## config.mk

```make
export PLATFORM = sky130hd
export DESIGN_NAME = env_shape_gen
export DESIGN_NICKNAME = d
export VERILOG_FILES = /design/src/rtl/env_pkg.sv /design/src/rtl/env_prescaler.sv /design/src/rtl/env_period_ctr.sv /design/src/rtl/env_shaper.sv /design/src/rtl/env_shape_gen.sv
export SDC_FILE = /design/constraint.sdc
export NUM_CORES = 1
export LEC_CHECK = 0
export BUFFER_PORTS_ARGS = -buffer_cell sky130_fd_sc_hd__buf_4
export CAP_MARGIN = 20
export CORE_AREA = 2 2 65 79
export DETAILED_ROUTE_END_ITERATION = 8
export DIE_AREA = 0 0 67 81
export PLACE_DENSITY_LB_ADDON = 0.1
export SYNTH_ARGS = -nofsm -noshare
export SYNTH_HDL_FRONTEND = slang
export SYNTH_HIERARCHICAL = 1
export SYNTH_SLANG_ARGS = --single-unit
```

## constraint.sdc

```tcl
create_clock -name clk -period 6.1 [get_ports clk]
set_input_delay 0.915 -clock clk [delete_from_list [all_inputs] [get_ports clk]]
set_output_delay 0.915 -clock clk [all_outputs]
set_load 0.01 [all_outputs]
```

## src/rtl/env_pkg.sv

```systemverilog
package env_pkg;
   typedef struct packed {
      logic cont;
      logic attack;
      logic alt;
      logic hold;
   } env_shape_t;
endpackage

```

## src/rtl/env_prescaler.sv

```systemverilog
module env_prescaler #(
   parameter int DIV = 256
) (
   input  logic clk,
   input  logic rst_n,
   input  logic clr,
   output logic tick
);
   localparam int CNT_W = (DIV > 1) ? $clog2(DIV) : 1;

   generate
      if (DIV < 1) begin : g_bad
         $error("env_prescaler: DIV must be at least 1");
      end
      if (DIV == 1) begin : g_pass
         assign tick = 1'b1;
      end else begin : g_cnt
         logic [CNT_W-1:0] cnt;
         assign tick = (cnt == CNT_W'(DIV - 1));
         always_ff @(posedge clk or negedge rst_n) begin
            if (!rst_n)     cnt <= '0;
            else if (clr)   cnt <= '0;
            else if (tick)  cnt <= '0;
            else            cnt <= cnt + 1'b1;
         end
      end
   endgenerate
endmodule

```

## src/rtl/env_period_ctr.sv

```systemverilog
module env_period_ctr #(
   parameter int PER_W = 16
) (
   input  logic             clk,
   input  logic             rst_n,
   input  logic             clr,
   input  logic             tick,
   input  logic [PER_W-1:0] period,
   output logic             step
);
   logic [PER_W-1:0] pcnt;
   logic [PER_W-1:0] eff;

   assign eff  = (period == '0) ? PER_W'(1) : period;
   assign step = tick && (pcnt >= eff - 1'b1);

   always_ff @(posedge clk or negedge rst_n) begin
      if (!rst_n)    pcnt <= '0;
      else if (clr)  pcnt <= '0;
      else if (tick) pcnt <= step ? '0 : pcnt + 1'b1;
   end
endmodule

```

## src/rtl/env_shaper.sv

```systemverilog
module env_shaper
   import env_pkg::*;
#(
   parameter int LVL_W = 4
) (
   input  logic             clk,
   input  logic             rst_n,
   input  logic             restart,
   input  logic             step,
   input  env_shape_t       shape_in,
   output logic [LVL_W-1:0] level,
   output logic             held_o,
   output logic             cont_o
);
   localparam logic [LVL_W-1:0] TOP = '1;

   env_shape_t       shape_q;
   logic [LVL_W-1:0] cnt;
   logic             dir_up;
   logic             held;
   logic [LVL_W-1:0] hold_val;

   always_ff @(posedge clk or negedge rst_n) begin
      if (!rst_n) begin
         shape_q  <= '0;
         cnt      <= '0;
         dir_up   <= 1'b0;
         held     <= 1'b1;
         hold_val <= '0;
      end else if (restart) begin
         shape_q  <= shape_in;
         cnt      <= '0;
         dir_up   <= shape_in.attack;
         held     <= 1'b0;
      end else if (step && !held) begin
         if (cnt == TOP) begin
            if (!shape_q.cont) begin
               held     <= 1'b1;
               hold_val <= '0;
            end else if (shape_q.hold) begin
               held     <= 1'b1;
               hold_val <= (dir_up ^ shape_q.alt) ? TOP : '0;
            end else begin
               cnt    <= '0;
               dir_up <= dir_up ^ shape_q.alt;
            end
         end else begin
            cnt <= cnt + 1'b1;
         end
      end
   end

   assign level  = held ? hold_val : (dir_up ? cnt : ~cnt);
   assign held_o = held;
   assign cont_o = shape_q.cont;
endmodule

```

## src/rtl/env_shape_gen.sv

```systemverilog
module env_shape_gen
   import env_pkg::*;
#(
   parameter int PRESCALE = 256,
   parameter int PER_W    = 16,
   parameter int LVL_W    = 4
) (
   input  logic             clk,
   input  logic             rst_n,
   input  logic             restart,
   input  logic [PER_W-1:0] period,
   input  logic [3:0]       shape,
   output logic [LVL_W-1:0] level
);
   generate
      if (PER_W < 1) begin : g_bad_per
         $error("env_shape_gen: PER_W must be at least 1");
      end
      if (LVL_W < 1) begin : g_bad_lvl
         $error("env_shape_gen: LVL_W must be at least 1");
      end
   endgenerate

   logic tick_w;
   logic step_w;
   logic held_w;
   logic cont_w;

   env_prescaler #(.DIV(PRESCALE)) u_pre (
      .clk(clk), .rst_n(rst_n), .clr(restart), .tick(tick_w)
   );

   env_period_ctr #(.PER_W(PER_W)) u_per (
      .clk(clk), .rst_n(rst_n), .clr(restart), .tick(tick_w),
      .period(period), .step(step_w)
   );

   env_shaper #(.LVL_W(LVL_W)) u_shp (
      .clk(clk), .rst_n(rst_n), .restart(restart), .step(step_w),
      .shape_in(env_shape_t'(shape)), .level(level),
      .held_o(held_w), .cont_o(cont_w)
   );
endmodule

```

==> Yosys cells after proc, flatten, opt, wreduce, memory -nomap -nowiden <==
Index checks and enable logic that the tools add are counted.
W data, S select, Z words.
{ "totals": {"reg_bits": 37, "input_bits": 23, "out_inout_bits": 4} }
{ "classes": {"order_cmp": 1, "n_eq_ne": 7, "add_sub_neg": 4, "n_mux": 26, "bitwise": 3, "reduce_logical": 12} }
{ "ops": {"columns": ["op", "count"], "rows": [
  ["$mux W16", 4],
  ["$mux W4", 10],
  ["$add A16 B1 Y16 const B", 1],
  ["$ge A16 B16 Y1", 1],
  ["$logic_not A16 Y1", 1],
  ["$mux W8", 2],
  ["$sub A16 B1 Y16 const B", 1],
  ["$mux W1", 10],
  ["$add A8 B1 Y8 const B", 1],
  ["$eq A8 B8 Y1 const B", 1],
  ["$reduce_and A4 Y1", 2],
  ["$reduce_bool A2 Y1", 4],
  ["$ne A3 B3 Y1 const B", 2],
  ["$reduce_and A3 Y1", 2],
  ["$add A4 B1 Y4 const B", 1],
  ["$eq A4 B4 Y1 const B", 1],
  ["$ne A2 B2 Y1 const B", 2],
  ["$not A4 Y4", 1],
  ["$ne A3 B2 Y1 const B", 1],
  ["$logic_and A1 B1 Y1", 2],
  ["$logic_not A1 Y1", 1],
  ["$not A1 Y1", 1],
  ["$xor A1 B1 Y1", 1]
]} }

==> Logic depth before layout (Yosys ltp) <==
Gate-level depths: netlist (run 1).
{ "logic_depth": {"ltp_word": 8, "depth_mapped": 17} }

==> Cells and area by module <==
The synthesis (run 1) kept the hierarchy.
{ "modules_own_cells": {"columns": ["mod", "instances", "area_per_inst_um2", "seq_area_each_um2", "cells_each"], "rows": [
  ["env_period_ctr", 1, 1508.9, 400.4, 167],
  ["env_shaper", 1, 599.3, 251.5, 59],
  ["env_prescaler", 1, 402.9, 200.2, 38]
]} }

==> Worst setup path before layout (run 1) <==
No wires, ideal clock.
{ "synth_timing": {"kind": "in2reg", "start": "input port period[12]", "end": "register u_shp.dir_up", "setup_time_ns": 0.124, "t_required_ns": 5.976, "t_arrival_ns": 4.591, "setup_slack_ns": 1.385, "path_stages": 16, "path_buffers": 0, "path_cell_list": "or4_1 -> or3_1 -> nor4_1 -> nor2_1 -> ha_1 -> nand2b_1 -> nor4_1 -> xnor2_1 -> ha_1 -> and4_1 -> nand4_1 -> a2111oi_2 -> o31a_1 -> nand2b_4 -> o31a_1 -> o31a_1"} }
{ "synth_via": {"elab_chain_len": 8} }
{ "synth_lines": {"columns": ["item", "line", "text"], "rows": [
  ["start, declared", "env_shape_gen.sv:11", "input logic [PER_W-1:0] period,"],
  ["$logic_not A16 Y1", "env_period_ctr.sv:14", "assign eff = (period == '0) ? PER_W'(1) : period;"],
  ["$mux W16 (*)", "env_period_ctr.sv:14", null],
  ["$sub A16 B1 Y16 (*)", "env_period_ctr.sv:15", "assign step = tick && (pcnt >= eff - 1'b1);"],
  ["$ge A16 B16 Y1 (*)", "env_period_ctr.sv:15", null],
  ["$logic_and A1 B1 Y1 (*)", "env_period_ctr.sv:15", null],
  ["via step_w", "env_shape_gen.sv:25", "logic step_w;"],
  ["$logic_and A1 B1 Y1 (*)", "env_shaper.sv:35", "end else if (step && !held) begin"],
  ["$reduce_bool A2 Y1 (no source line) (*)", null, null],
  ["$reduce_and A4 Y1 (no source line) (*)", null, null],
  ["end signal, assigned", "env_shaper.sv:33", "dir_up <= shape_in.attack;"],
  ["end signal, assigned", "env_shaper.sv:45", "dir_up <= dir_up ^ shape_q.alt;"],
  ["end, declared", "env_shaper.sv:19", "logic dir_up;"]
]} }
Mark *: on every way through the listed nets, which the timed path passes. The rest lies on a longest branch.
A chain may end at the register's enable or synchronous reset.

==> Final worst setup path (run 1) <==
Ends and elaborated chain as after synthesis.

==> results.txt, run 1 <==
----------------------------------------------------
[Status]
  Status ... finished, final reports clean

[Cells and area]
  Total non-filler cell area in the finished layout ... 0.00284 sq mm
  Share of post-route cells with drive strength above 1 ... 18.1%
  Layout Cells excl Fill ... 353
  NumNets Final ... 335
  Share of the core filled with cells in the final layout ... 59.6%
  Commonest non-fill, non-tap cell in the layout ... sky130_fd_sc_hd__dfrtp_1
  Layout area overhead ... 13.1%
  # diodes ... 0
  Top library cells by usage in the layout, fill and taps aside ... 33 x sky130_fd_sc_hd__dfrtp_1, 27 x sky130_fd_sc_hd__buf_4, 20 x sky130_fd_sc_hd__ha_1

[Global route]
  Number of global-route vias before repair ... 1881
  Grt ovf ... 0
  Most congested layer reported by global routing ... met2
  Pin count of the biggest net entering global routing ... 35
  Antenna violations before repair ... 0
  Met3 global-route usage ... 3.32%
  Total routing usage reported by global routing ... 20.5%
  Global-route met1 utilization ... 25.5%
  Met2 Track Usage GR ... 35.6%
  Wire length of the first global-routing pass ... 8.59 mm

[Floorplanning]
  Core ar. ... 0.00476 sq mm
  Initial core utilization ... 52.7%
  Num rows ... 28
  Full die area ... 0.00543 sq mm
  Die boundary height ... 81 um
  Die outline width ... 67 um
  Number of primary I/O pins ... 27

[Power]
  Cell area power density ... 167 mW/mm^2
  Worst IR Drop VDD ... 78.1 uV
  Leak Pwr ... 1.22 nW

[Placed design]
  Placed Cells ... 345
  Placer's final routability congestion estimate ... 0.784
  Quantity of I/O buffers inserted on ports ... 26
  DPL Wire Length ... 3.80 mm
  Post-placement cell area ... 0.00275 sq mm

[Route]
  DR vias ... 2074
  DRC violation total after the first TritonRoute iteration ... 156
  DR pass1 iterations ... 4
  Total wire length after detailed routing ... 5.06 mm
  Post-route DRC violation count ... 0
  Number of nets with antenna violations after detailed routing ... 0
  Number of vias per cell after detailed routing ... 5.88
  Wire length per cell ... 14.3 um

[Yosys]
  Mux contribution to synthesized area ... 2.59%
  Compound-Gate Fraction of Synth Area ... 18.4%
  Fraction of registers with async set/reset ... 100%
  Fraction of the yosys area taken by sequential cells ... 33.9%
  Count of mapped cells out of synthesis ... 264
  Number of storage elements in the synthesis netlist ... 34
  Average cell area after synthesis ... 9.51 sq um
  EDFF count, synth ... 0
  Synth Warn # ... 6
  Adder-cell share of the synthesized area ... 9.97%
  Synthesized Nets ... 307
  Syn Std Cell Area ... 0.00251 sq mm
  Distinct cell type count after synthesis ... 50
  Parity-gate share of the synthesized area counting xor and xnor cells ... 7.67%
  Area share of and/or/nand/nor cells after synthesis ... 25.0%
  Combinational family with the most area after synthesis ... simple AND/OR/NAND/NOR gates
  Main synth FF type ... sky130_fd_sc_hd__dfrtp_1

[Critical path]
  Worst EP arrival ... 5.01 ns
  Worst Setup Path Type ... in2reg
  Data required, critical path ... 6.28 ns
  Critical path startpoint category ... input pin
  Nature of the critical path endpoint ... register
  Crit path max fanout ... 6

[Flow run]
  Count of maximum capacitance violations ... 0

[STA]
  Worst Skew ... 0.00492 ns
  Number of hold violations in the final report ... 0
  Post-route fraction of the period consumed by the critical path ... 79.3%
  Sum Neg Setup Slack ... 0 ns
  Highest achievable clock rate ... 0.207 GHz
  Final slew viol count ... 0
  Final period demand of the worst path ... 4.84 ns
  Hold slack ... 0.478 ns
  Slew @ Worst Pin ... 0.625 ns
  Worst relative slew slack ... 58.0%
  Unrepaired setup endpoints after global routing ... false
  Number of failing setup endpoints in the final timing report ... 0

[Clock tree]
  TritonCTS clock tree ... done
  Buffer cell driving the clock tree root ... sky130_fd_sc_hd__clkbuf_8
  Clk sinks ... 34
  Num CTS Buffers ... 5
  Depth of the CTS H-tree ... 2
  Insertion delay to the later sink of the worst-skew pair ... 0.29 ns
  Number of buffers added for setup after CTS ... 0
  Hold_buf cts ... 0
  Number of instances resized during post-cts repair ... 0
  Longest Clk Path Bufs ... 2
  Clock transition at the registers of the reported paths ... 0.07 ns

[Worst hold path]
  Path class of the lowest-slack min-delay path ... reg2reg

----------------------------------------------------
[Yosys cell counts, drive strengths merged, types with 7 or more instances]
cell type	count	share of area, %
dfrtp	33	33
ha	20	10
nand2	17	2.5
nor2	17	2.5
a21oi	16	3.2
nand2b	16	4.6
a31oi	15	3.7
o21ai	13	2.6
xnor2	11	3.8
xor2	11	3.8
nand3	10	2.0
nor4	7	2.3
[report_power, final]
| group | leakage (nW) | internal [W] | switching, W | total, W |
|---|---|---|---|---|
| clock | 0.0472 | 0.0000908 | 0.0000887 | 0.000179 |
| sequential | 0.454 | 0.000229 | 0.00000454 | 0.000234 |
| combinational | 0.718 | 0.0000311 | 0.0000311 | 0.0000622 |
| total | 1.22 | 0.000351 | 0.000124 | 0.000476 |
[final timing paths]
path                                            to  cells past startpoint               start  slack (ns)
worst max-delay path                  u_shp/dir_up                     17          period[12]        1.26
worst max register to register       u_per/pcnt[7]                      9       u_per/pcnt[0]        3.36
max in group asynchronous             u_shp/held_o                      1               rst_n        5.19
worst min register to register  u_pre/g_cnt.cnt[0]                      1  u_pre/g_cnt.cnt[0]        0.48
worst min-delay path            u_pre/g_cnt.cnt[0]                      1  u_pre/g_cnt.cnt[0]        0.48
min in group asynchronous       u_pre/g_cnt.cnt[4]                      1               rst_n        0.56
[metal layers]
layer	up-vias	part of all wire [%]	wire (um)
li1	1047	-	-
met1	983	45	2300
met2	39	50	2550
met3	5	2.8	142
met4	0	1.3	65
met5	-	0	0
[final cells by class]
type | instances | area [sq um]
clock buffer | 6 | 82.6
clock inverter | 2 | 12.5
fill | 448 | 1920
inverter | 5 | 18.8
multi-input combinational | 219 | 1600
sequential | 34 | 852
tap | 60 | 75.1
timing repair buffer | 27 | 203
[metrics by stage]
stage               setup slack, ns  total power [W]
global route                  0.932         0.000498
CTS                            1.23         0.000481
floorplan                      1.38         0.000272
global placement              0.993         0.000301
detailed placement            0.942         0.000302
finish                         1.26         0.000476
[logic make-up after synthesis]
group	count (synthesis)
adders and majority gates	20
AOI/OAI and AO/OA	67
buffers and inverters	11
xor gates and xnor gates	22
muxes	6
and+or+nand+nor	104
DFF	34
[registers in the layout, summed over array words and instances, names as in the netlist]
signal and flops:
u_shp/dir_up 1, u_shp/cont_o 1, u_shp/shape_q 2, u_shp/held_o 1
u_shp/hold_val 1, u_per/pcnt 16, u_pre/g_cnt.cnt 8, u_shp/cnt 4
[worst max-delay path, stage by stage]
cell                        delay (ns)
sky130_fd_sc_hd__buf_4            0.12
sky130_fd_sc_hd__or4_1            0.52
sky130_fd_sc_hd__or3_1            0.39
sky130_fd_sc_hd__nor4_1           0.24
sky130_fd_sc_hd__nor2_1           0.10
sky130_fd_sc_hd__ha_1             0.21
sky130_fd_sc_hd__nand2b_1         0.19
sky130_fd_sc_hd__nor4_1           0.09
sky130_fd_sc_hd__xnor2_1          0.13
sky130_fd_sc_hd__ha_1             0.29
sky130_fd_sc_hd__and4_1           0.23
sky130_fd_sc_hd__nand4_1          0.14
sky130_fd_sc_hd__a2111oi_2        0.48
sky130_fd_sc_hd__o31a_1           0.35
sky130_fd_sc_hd__nand2b_4         0.08
sky130_fd_sc_hd__o31a_1           0.27
sky130_fd_sc_hd__o31a_1           0.27
Note: power is estimated with default switching activity, not from simulation.
==> run 2, diff against run 1 <==
--- a/config.mk
+++ b/config.mk
@@ -7,9 +7,9 @@
 export LEC_CHECK = 0
 export BUFFER_PORTS_ARGS = -buffer_cell sky130_fd_sc_hd__buf_4
 export CAP_MARGIN = 20
-export CORE_AREA = 2 2 65 79
+export CORE_AREA = 2 2 66 81
 export DETAILED_ROUTE_END_ITERATION = 8
-export DIE_AREA = 0 0 67 81
+export DIE_AREA = 0 0 68 83
 export PLACE_DENSITY_LB_ADDON = 0.1
 export SYNTH_ARGS = -nofsm -noshare
 export SYNTH_HDL_FRONTEND = slang
==> constraint.sdc (replaced) <==
create_clock -name clk -period 4.2 [get_ports clk]
set_input_delay 0.63 -clock clk [delete_from_list [all_inputs] [get_ports clk]]
set_output_delay 0.63 -clock clk [all_outputs]
set_load 0.01 [all_outputs]
==> run 2 against run 1 <==
Compared with the run above:
- power is 47% higher
- sequential cell count unchanged
- via count up 7.3%
- sequential share of layout area is 2.8 points lower
- cell area grew 10%
- critical path type unchanged
- largest power group unchanged
==> results.txt, run 2 (synthesized netlist as in run 1, its figures left out) <==
----------------------------------------------------
[Floorplanning]
  Core ar. ... 0.00483 sq mm (+1.5%)
  Die boundary height ... 83 um (+2.5%)
  Number of primary I/O pins ... 27 (unchanged)
  Die outline width ... 68 um (+1.5%)
  Num rows ... 28 (unchanged)
  Full die area ... 0.00564 sq mm (+4.0%)
  Initial core utilization ... 51.9% (-0.76 points)

[Clock tree]
  TritonCTS clock tree ... done
  Clk sinks ... 34 (unchanged)
  Longest Clk Path Bufs ... 2 (unchanged)
  Clock transition at the registers of the reported paths ... 0.07 ns (about the same)
  Buffer cell driving the clock tree root ... sky130_fd_sc_hd__clkbuf_8
  Depth of the CTS H-tree ... 2 (unchanged)
  Insertion delay to the later sink of the worst-skew pair ... 0.29 ns (about the same)
  Num CTS Buffers ... 5 (unchanged)

[Global route]
  Met2 Track Usage GR ... 36.8% (+1.2 points)
  Wire length of the first global-routing pass ... 9.38 mm (+9.2%)
  Number of global-route vias before repair ... 2156 (+15%)
  Met3 global-route usage ... 1.63% (-1.7 points)
  Total routing usage reported by global routing ... 21.0% (+0.53 points)
  Global-route met1 utilization ... 25.8% (+0.32 points)
  Grt ovf ... 0 (unchanged)
  Antenna violations before repair ... 0 (unchanged)
  Most congested layer reported by global routing ... met2
  Pin count of the biggest net entering global routing ... 35 (unchanged)

[Critical path]
  Crit-path leading delay family ... simple AND/OR/NAND/NOR gates
  Slowest stage cell on the critical path ... sky130_fd_sc_hd__or4_4
  Nature of the critical path endpoint ... register
  Count of buffering cells on the critical path with inverters included ... 2 (+1)
  Crit-path max cell delay ... 0.54 ns (+0.02 ns)
  Data required, critical path ... 4.38 ns (-1.90 ns)
  Critical path startpoint category ... input pin
  Worst Setup Path Type ... in2reg
  Reg-to-reg setup timing slack ... 1.69 ns (-1.67 ns)
  Startpoint of the worst-slack reg-to-reg timing path ... u_per/pcnt[0]
  Worst flop-to-flop path endpoint ... u_per/pcnt[5]
  Worst EP arrival ... 4.24 ns (-0.77 ns)
  Number of cells on the worst reg-to-reg path ... 10 (+1)
  Crit path max fanout ... 5 (-1)
  CP cell instances ... buf_4 -> or4_4 -> nor3_4 -> nand2b_4 -> nor4_4 -> nor2_2 -> ha_2 -> nand2b_4 -> buf_6 -> nor4_1 -> xnor2_1 -> ha_1 -> nand4_1 -> a2111oi_4 -> o31a_1 -> nand2b_4 -> o31a_1 -> o31a_1

[Route]
  Number of vias per cell after detailed routing ... 5.89 (+0.19%)
  DRC violation total after the first TritonRoute iteration ... 118 (-24%)
  Total wire length after detailed routing ... 5.43 mm (+7.2%)
  Wire length per cell ... 14.4 um (+0.15%)
  DR vias ... 2225 (+7.3%)
  Number of nets with antenna violations after detailed routing ... 0 (unchanged)
  Post-route DRC violation count ... 0 (unchanged)
  DR pass1 iterations ... 5 (+1)

[Cells and area]
  Share of post-route cells with drive strength above 1 ... 28.3% (+10 points)
  Share of the core filled with cells in the final layout ... 64.8% (+5.2 points)
  Top library cells by usage in the layout, fill and taps aside ... 50 x sky130_fd_sc_hd__buf_4, 33 x sky130_fd_sc_hd__dfrtp_1, 19 x sky130_fd_sc_hd__ha_1
  Total non-filler cell area in the finished layout ... 0.00313 sq mm (+10%)
  Largest registers ranked by flip-flop count ... u_per/pcnt: 16 flops, u_pre/g_cnt.cnt: 8 flops, u_shp/cnt: 4 flops
  Flip-flop count of the largest register, all copies and words added ... 16 (unchanged)
  Commonest non-fill, non-tap cell in the layout ... sky130_fd_sc_hd__buf_4
  Layout area overhead ... 24.8%
  NumNets Final ... 360 (+7.5%)
  Register name with the most flops ... u_per/pcnt
  # diodes ... 0 (unchanged)

[Flow run]
  Count of maximum capacitance violations ... 0 (unchanged)

[STA]
  Post-route fraction of the period consumed by the critical path ... 96.7%
  Final setup slack of the worst path ... 0.140 ns (-1.12 ns)
  Highest achievable clock rate ... 0.246 GHz
  Final period demand of the worst path ... 4.06 ns
  Final slew viol count ... 0 (unchanged)
  Number of failing setup endpoints in the final timing report ... 0 (unchanged)
  Number of hold violations in the final report ... 0 (unchanged)
  Worst relative slew slack ... 68.5% (+10 points)
  Worst Skew ... 0.00760 ns (+0.00268 ns)
  Slew @ Worst Pin ... 0.471 ns (-0.154 ns)

[Worst hold path]
  Path class of the lowest-slack min-delay path ... in2async

[Placed design]
  DPL Wire Length ... 4.21 mm (+11%)
  Worst setup slack after placement ... -0.239 ns (-1.18 ns)
  Quantity of I/O buffers inserted on ports ... 26 (unchanged)
  Post-placement cell area ... 0.00300 sq mm (+9.4%)
  Placer's final routability congestion estimate ... 0.787 (+0.41%)

[Power]
  Total Power ... 0.000700 W (+47%)
  Cell area power density ... 223 mW/mm^2 (+33%)
  Worst IR Drop VDD ... 105 uV (+34%)
  Leak Pwr ... 1.37 nW (+12%)

[Status]
  Status ... finished, final reports clean

----------------------------------------------------
run 2: cell types whose count changed in the layout (fill, tap and decap cells not counted), sizes merged:
cell / previous run / this run
buf: 27 / 52
run 2: area by class of cell:
cell class	count	area (sq um)
clock buffers	6	82.6
clock inverters	2	12.5
fillers	415	1700
inverters	5	18.8
multi-input cells	219	1690
flip-flops and latches	34	852
well taps	60	75.1
repair buffers	52	407
run 2: layer usage:
layer  part of all wire (%)  wire length (um)
met5                      0                 0
met4                    1.6                85
met3                    2.9               160
met2                     53              2880
met1                     43              2310
run 2: where the power goes:
group          switching (W)  internal (W)  leakage (nW)
combinational      0.0000518     0.0000558         0.870
clock               0.000121      0.000132        0.0472
sequential        0.00000641      0.000333         0.454
run 2: worst max-delay path by stage:
stage                          start            to  slack, ns  depth (start not counted)
after floorplan           period[12]  u_shp/dir_up      -0.11                         16
after global placement    period[12]  u_shp/dir_up      -0.18                         17
after detailed placement  period[12]  u_shp/dir_up      -0.24                         17
after CTS                 period[12]  u_shp/dir_up       0.06                         17
after global routing       period[3]  u_shp/cnt[3]      -0.03                         18
final                      period[3]  u_shp/dir_up       0.14                         18
run 2: metrics by stage:
stage               cells  setup TNS (ns)  hold WS, ns
floorplan             264          -0.127        0.334
global placement      368          -0.564        0.469
detailed placement    368           -1.12        0.476
CTS                   376               0        0.297
global route          378         -0.0667        0.311
finish                378               0        0.278
run 2: worst reg2reg max path: stages, from the launching register on:
cell,delay (ns)
sky130_fd_sc_hd__dfrtp_1,0.40
sky130_fd_sc_hd__inv_1,0.08
sky130_fd_sc_hd__ha_1,0.29
sky130_fd_sc_hd__nand2b_4,0.15
sky130_fd_sc_hd__a2111oi_4,0.45
sky130_fd_sc_hd__a2111oi_4,0.09
sky130_fd_sc_hd__buf_4,0.17
sky130_fd_sc_hd__nor4_4,0.30
sky130_fd_sc_hd__buf_12,0.21
sky130_fd_sc_hd__o21ai_0,0.10
sky130_fd_sc_hd__a31oi_1,0.18
run 2: timing repair:
action	4_1_cts	5_1_grt
hold buffers	0	0
endpoints found under the setup margin	0	7
buffers inserted	0	2
gates resized for setup	0	4
hold endpoints to repair	0	0
==> run 3, diff against run 2 <==
--- a/config.mk
+++ b/config.mk
@@ -13,5 +13,4 @@
 export PLACE_DENSITY_LB_ADDON = 0.1
 export SYNTH_ARGS = -nofsm -noshare
 export SYNTH_HDL_FRONTEND = slang
-export SYNTH_HIERARCHICAL = 1
 export SYNTH_SLANG_ARGS = --single-unit
==> run 3 against run 2 <==
Compared with the run above:
- worst hold slack better by 0.0064 ns
- wire length is 2.1% higher
- critical path depth stayed put
- synthesized area is 0.15% higher
- sequential power is 5% higher
- largest power group unchanged
- register-to-register slack worse by 0.11 ns
- sequential cell count stayed put
==> results.txt, run 3 <==
----------------------------------------------------
[Cells and area]
  NumNets Final ... 368 (+2.2%)
  Register name with the most flops ... u_per.pcnt
  # diodes ... 0 (unchanged)
  Layout area overhead ... 14.9%
  Share of post-route cells with drive strength above 1 ... 16.9% (-11 points)
  Total non-filler cell area in the finished layout ... 0.00289 sq mm (-7.8%)
  Share of the core filled with cells in the final layout ... 59.8% (-5.0 points)
  Register area ... 852 sq um (unchanged)
  Commonest non-fill, non-tap cell in the layout ... sky130_fd_sc_hd__nand2_1
  Fill count ... 445 (+7.2%)
  Area used by multi-input combinational logic ... 0.00157 sq mm (-7.0%)
  Flip-flop count of the largest register, all copies and words added ... 16 (unchanged)
  Top library cells by usage in the layout, fill and taps aside ... 39 x sky130_fd_sc_hd__nand2_1, 37 x sky130_fd_sc_hd__buf_4, 33 x sky130_fd_sc_hd__dfrtp_1
  Largest registers ranked by flip-flop count ... u_per.pcnt: 16 flops, u_pre.g_cnt.cnt: 8 flops, u_shp.cnt: 4 flops

[Yosys]
  Number of storage elements in the synthesis netlist ... 34 (unchanged)
  Fraction of the yosys area taken by sequential cells ... 33.9% (-0.051 points)
  Synth Warn # ... 0 (-6)
  Main synth FF type ... sky130_fd_sc_hd__dfrtp_1
  Parity-gate share of the synthesized area counting xor and xnor cells ... 7.66% (-0.011 points)
  Syn Std Cell Area ... 0.00251 sq mm (+0.15%)
  Commonest cells in the netlist ... 39 x sky130_fd_sc_hd__nand2_1, 33 x sky130_fd_sc_hd__dfrtp_1, 23 x sky130_fd_sc_hd__nor2_1
  Most instantiated library cell after synthesis ... sky130_fd_sc_hd__nand2_1
  Combinational family with the most area after synthesis ... simple AND/OR/NAND/NOR gates
  Synthesized Nets ... 340 (+11%)
  Area share of and/or/nand/nor cells after synthesis ... 26.6% (+1.7 points)
  Compound-Gate Fraction of Synth Area ... 15.5% (-2.9 points)
  Distinct cell type count after synthesis ... 49 (-2.0%)
  Count of mapped cells out of synthesis ... 297 (+13%)
  Mux contribution to synthesized area ... 2.54% (-0.054 points)
  Average cell area after synthesis ... 8.47 sq um (-11%)
  Area fraction of the dominant cell type after synthesis ... 32.8% (-0.049 points)
  Adder-cell share of the synthesized area ... 9.95% (-0.015 points)
  Cell accounting for the most synthesized area ... sky130_fd_sc_hd__dfrtp_1
  Fraction of registers with async set/reset ... 100% (unchanged)
  EDFF count, synth ... 0 (unchanged)
  Cell types occupying the most area after synthesis ... sky130_fd_sc_hd__dfrtp_1 33%, sky130_fd_sc_hd__ha_1 10%, sky130_fd_sc_hd__nand2_1 5.8%, sky130_fd_sc_hd__xor2_1 4.9%, sky130_fd_sc_hd__nand3_1 4.0%

[STA]
  Worst Skew ... 0.00519 ns (-0.00241 ns)
  Final slew viol count ... 0 (unchanged)
  Number of failing setup endpoints in the final timing report ... 0 (unchanged)
  Slew @ Worst Pin ... 0.939 ns (+0.468 ns)
  Unrepaired setup endpoints after global routing ... true
  Highest achievable clock rate ... 0.252 GHz (+2.4%)
  Final period demand of the worst path ... 3.96 ns (-0.0953 ns)
  Number of hold violations in the final report ... 0 (unchanged)
  Post-route fraction of the period consumed by the critical path ... 94.4% (-2.3 points)
  Final setup slack of the worst path ... 0.236 ns (+0.0953 ns)
  Worst relative slew slack ... 37.4% (-31 points)

[Critical path]
  Reg-to-reg setup timing slack ... 1.58 ns (-0.11 ns)
  Data required, critical path ... 4.40 ns (+0.02 ns)
  CP cell instances ... buf_4 -> or4_1 -> nor2_1 -> nand3_1 -> nor2_1 -> nor2_1 -> ha_1 -> nand2_1 -> nor2_1 -> nand3_1 -> xor2_1 -> ha_1 -> nand4_1 -> nor3_1 -> a211oi_1 -> nand2_2 -> or4_1 -> a31oi_1
  Worst Setup Path Type ... in2reg
  Number of cells on the worst reg-to-reg path ... 8 (-2)
  Nature of the critical path endpoint ... register
  Crit path max fanout ... 6 (+1)
  Critical path startpoint category ... input pin
  Crit-path max cell delay ... 0.53 ns (about the same)
  Startpoint of the worst-slack reg-to-reg timing path ... u_pre.g_cnt.cnt[0]
  Worst EP arrival ... 4.17 ns (-0.07 ns)
  Most common cell type on the critical path ... sky130_fd_sc_hd__nor2_1
  Slowest stage cell on the critical path ... sky130_fd_sc_hd__or4_1
  Worst flop-to-flop path endpoint ... u_shp.dir_up

[Placed design]
  DPL Wire Length ... 3.98 mm (-5.4%)
  Quantity of I/O buffers inserted on ports ... 26 (unchanged)
  Worst setup slack after placement ... -0.0843 ns (+0.154 ns)
  Post-placement cell area ... 0.00279 sq mm (-7.0%)
  Placer's final routability congestion estimate ... 0.822 (+4.4%)

[Status]
  Status ... finished, final reports clean

[Clock tree]
  Number of instances resized during post-cts repair ... 0 (unchanged)
  Clock transition at the registers of the reported paths ... 0.07 ns (about the same)
  TritonCTS clock tree ... done
  Clk sinks ... 34 (unchanged)
  Insertion delay to the later sink of the worst-skew pair ... 0.29 ns (about the same)
  Depth of the CTS H-tree ... 2 (unchanged)
  Longest Clk Path Bufs ... 2 (unchanged)
  Buffer cell driving the clock tree root ... sky130_fd_sc_hd__clkbuf_8
  Number of buffers added for setup after CTS ... 0 (unchanged)
  Hold_buf cts ... 0 (unchanged)
  Num CTS Buffers ... 5 (unchanged)

[Floorplanning]
  Number of primary I/O pins ... 27 (unchanged)
  Initial core utilization ... 52.0% (+0.078 points)
  Full die area ... 0.00564 sq mm (unchanged)
  Die boundary height ... 83 um (unchanged)
  Num rows ... 28 (unchanged)
  Die outline width ... 68 um (unchanged)
  Core ar. ... 0.00483 sq mm (unchanged)

[Route]
  DR pass1 iterations ... 4 (-1)
  Wire length per cell ... 14.4 um (about the same)
  Total wire length after detailed routing ... 5.55 mm (+2.1%)
  Number of vias per cell after detailed routing ... 5.84 (-0.80%)
  DRC violation total after the first TritonRoute iteration ... 63 (-47%)
  Number of nets with antenna violations after detailed routing ... 0 (unchanged)
  DR vias ... 2254 (+1.3%)
  Post-route DRC violation count ... 0 (unchanged)

[Flow run]
  Count of maximum capacitance violations ... 0 (unchanged)

[Power]
  Worst IR Drop VDD ... 240 uV (+130%)
  Leak Pwr ... 1.26 nW (-8.0%)
  Cell area power density ... 251 mW/mm^2 (+12%)

[Global route]
  Wire length of the first global-routing pass ... 9.24 mm (-1.5%)
  Grt ovf ... 0 (unchanged)
  Pin count of the biggest net entering global routing ... 37 (+5.7%)
  Antenna violations before repair ... 0 (unchanged)
  Number of global-route vias before repair ... 2151 (-0.23%)
  Total routing usage reported by global routing ... 20.9% (-0.14 points)

[Worst hold path]
  Path class of the lowest-slack min-delay path ... in2async

----------------------------------------------------
==> run 3: critical path: cells and delay by family <==
| kind | cells | cell delay (ns) |
|---|---|---|
| buf+inv | 1 | 0.11 |
| xor+xnor | 1 | 0.17 |
| simple gates | 12 | 2.17 |
| fa+ha+maj | 2 | 0.47 |
| compound gates | 2 | 0.62 |
==> run 3: layout make-up <==
class | count | area share [%]
clock buffer | 6 | 2.86
clock inverter | 2 | 0.433
inverter | 6 | 0.779
multi-input combinational | 241 | 54.2
sequential | 34 | 29.5
tap | 60 | 2.60
timing repair buffer | 37 | 9.61
==> run 3: worst max-delay path by stage <==
| stage | start | to | slack (ns) | depth (start not counted) |
|---|---|---|---|---|
| after detailed placement | period[7] | u_per.pcnt[2] | -0.08 | 19 |
| after CTS | period[7] | u_per.pcnt[2] | 0.18 | 19 |
| after global placement | period[7] | u_shp.dir_up | 0.05 | 19 |
| final | period[7] | u_per.pcnt[8] | 0.24 | 18 |
| after global routing | period[7] | u_shp.cnt[3] | -0.08 | 19 |
| after floorplan | period[7] | u_shp.cnt[1] | 0.11 | 19 |
==> run 3: where the power goes <==
part	switching (W)	internal, W	leakage (nW)
registers	0.0000175	0.000340	0.452
clock network	0.000125	0.000132	0.0472
logic	0.0000562	0.0000540	0.762
total	0.000199	0.000525	1.26
==> run 3: layer usage <==
metal / track usage [%] / wire, um
met1: 25.6 / 2490
met5: 0 / 0
met3: 3.25 / 185
met2: 36.2 / 2800
met4: 6.91 / 71
==> run 3: cells by family after synthesis <==
logic type / Yosys count
DFF: 34
adders and majority gates: 20
and+or+nand+nor: 134
xor gates and xnor gates: 22
muxes: 6
buffers and inverters: 22
AOI/OAI and AO/OA: 59
==> run 3: per-stage QoR <==
step                      power, W  setup TNS, ns  std cells  hold slack, ns
after CTS                 0.000731              0        386           0.292
after global routing      0.000757         -0.414        386           0.313
final                     0.000724              0        386           0.284
after floorplan           0.000422              0        297           0.334
after global placement    0.000471              0        378           0.471
after detailed placement  0.000474         -0.327        378           0.481
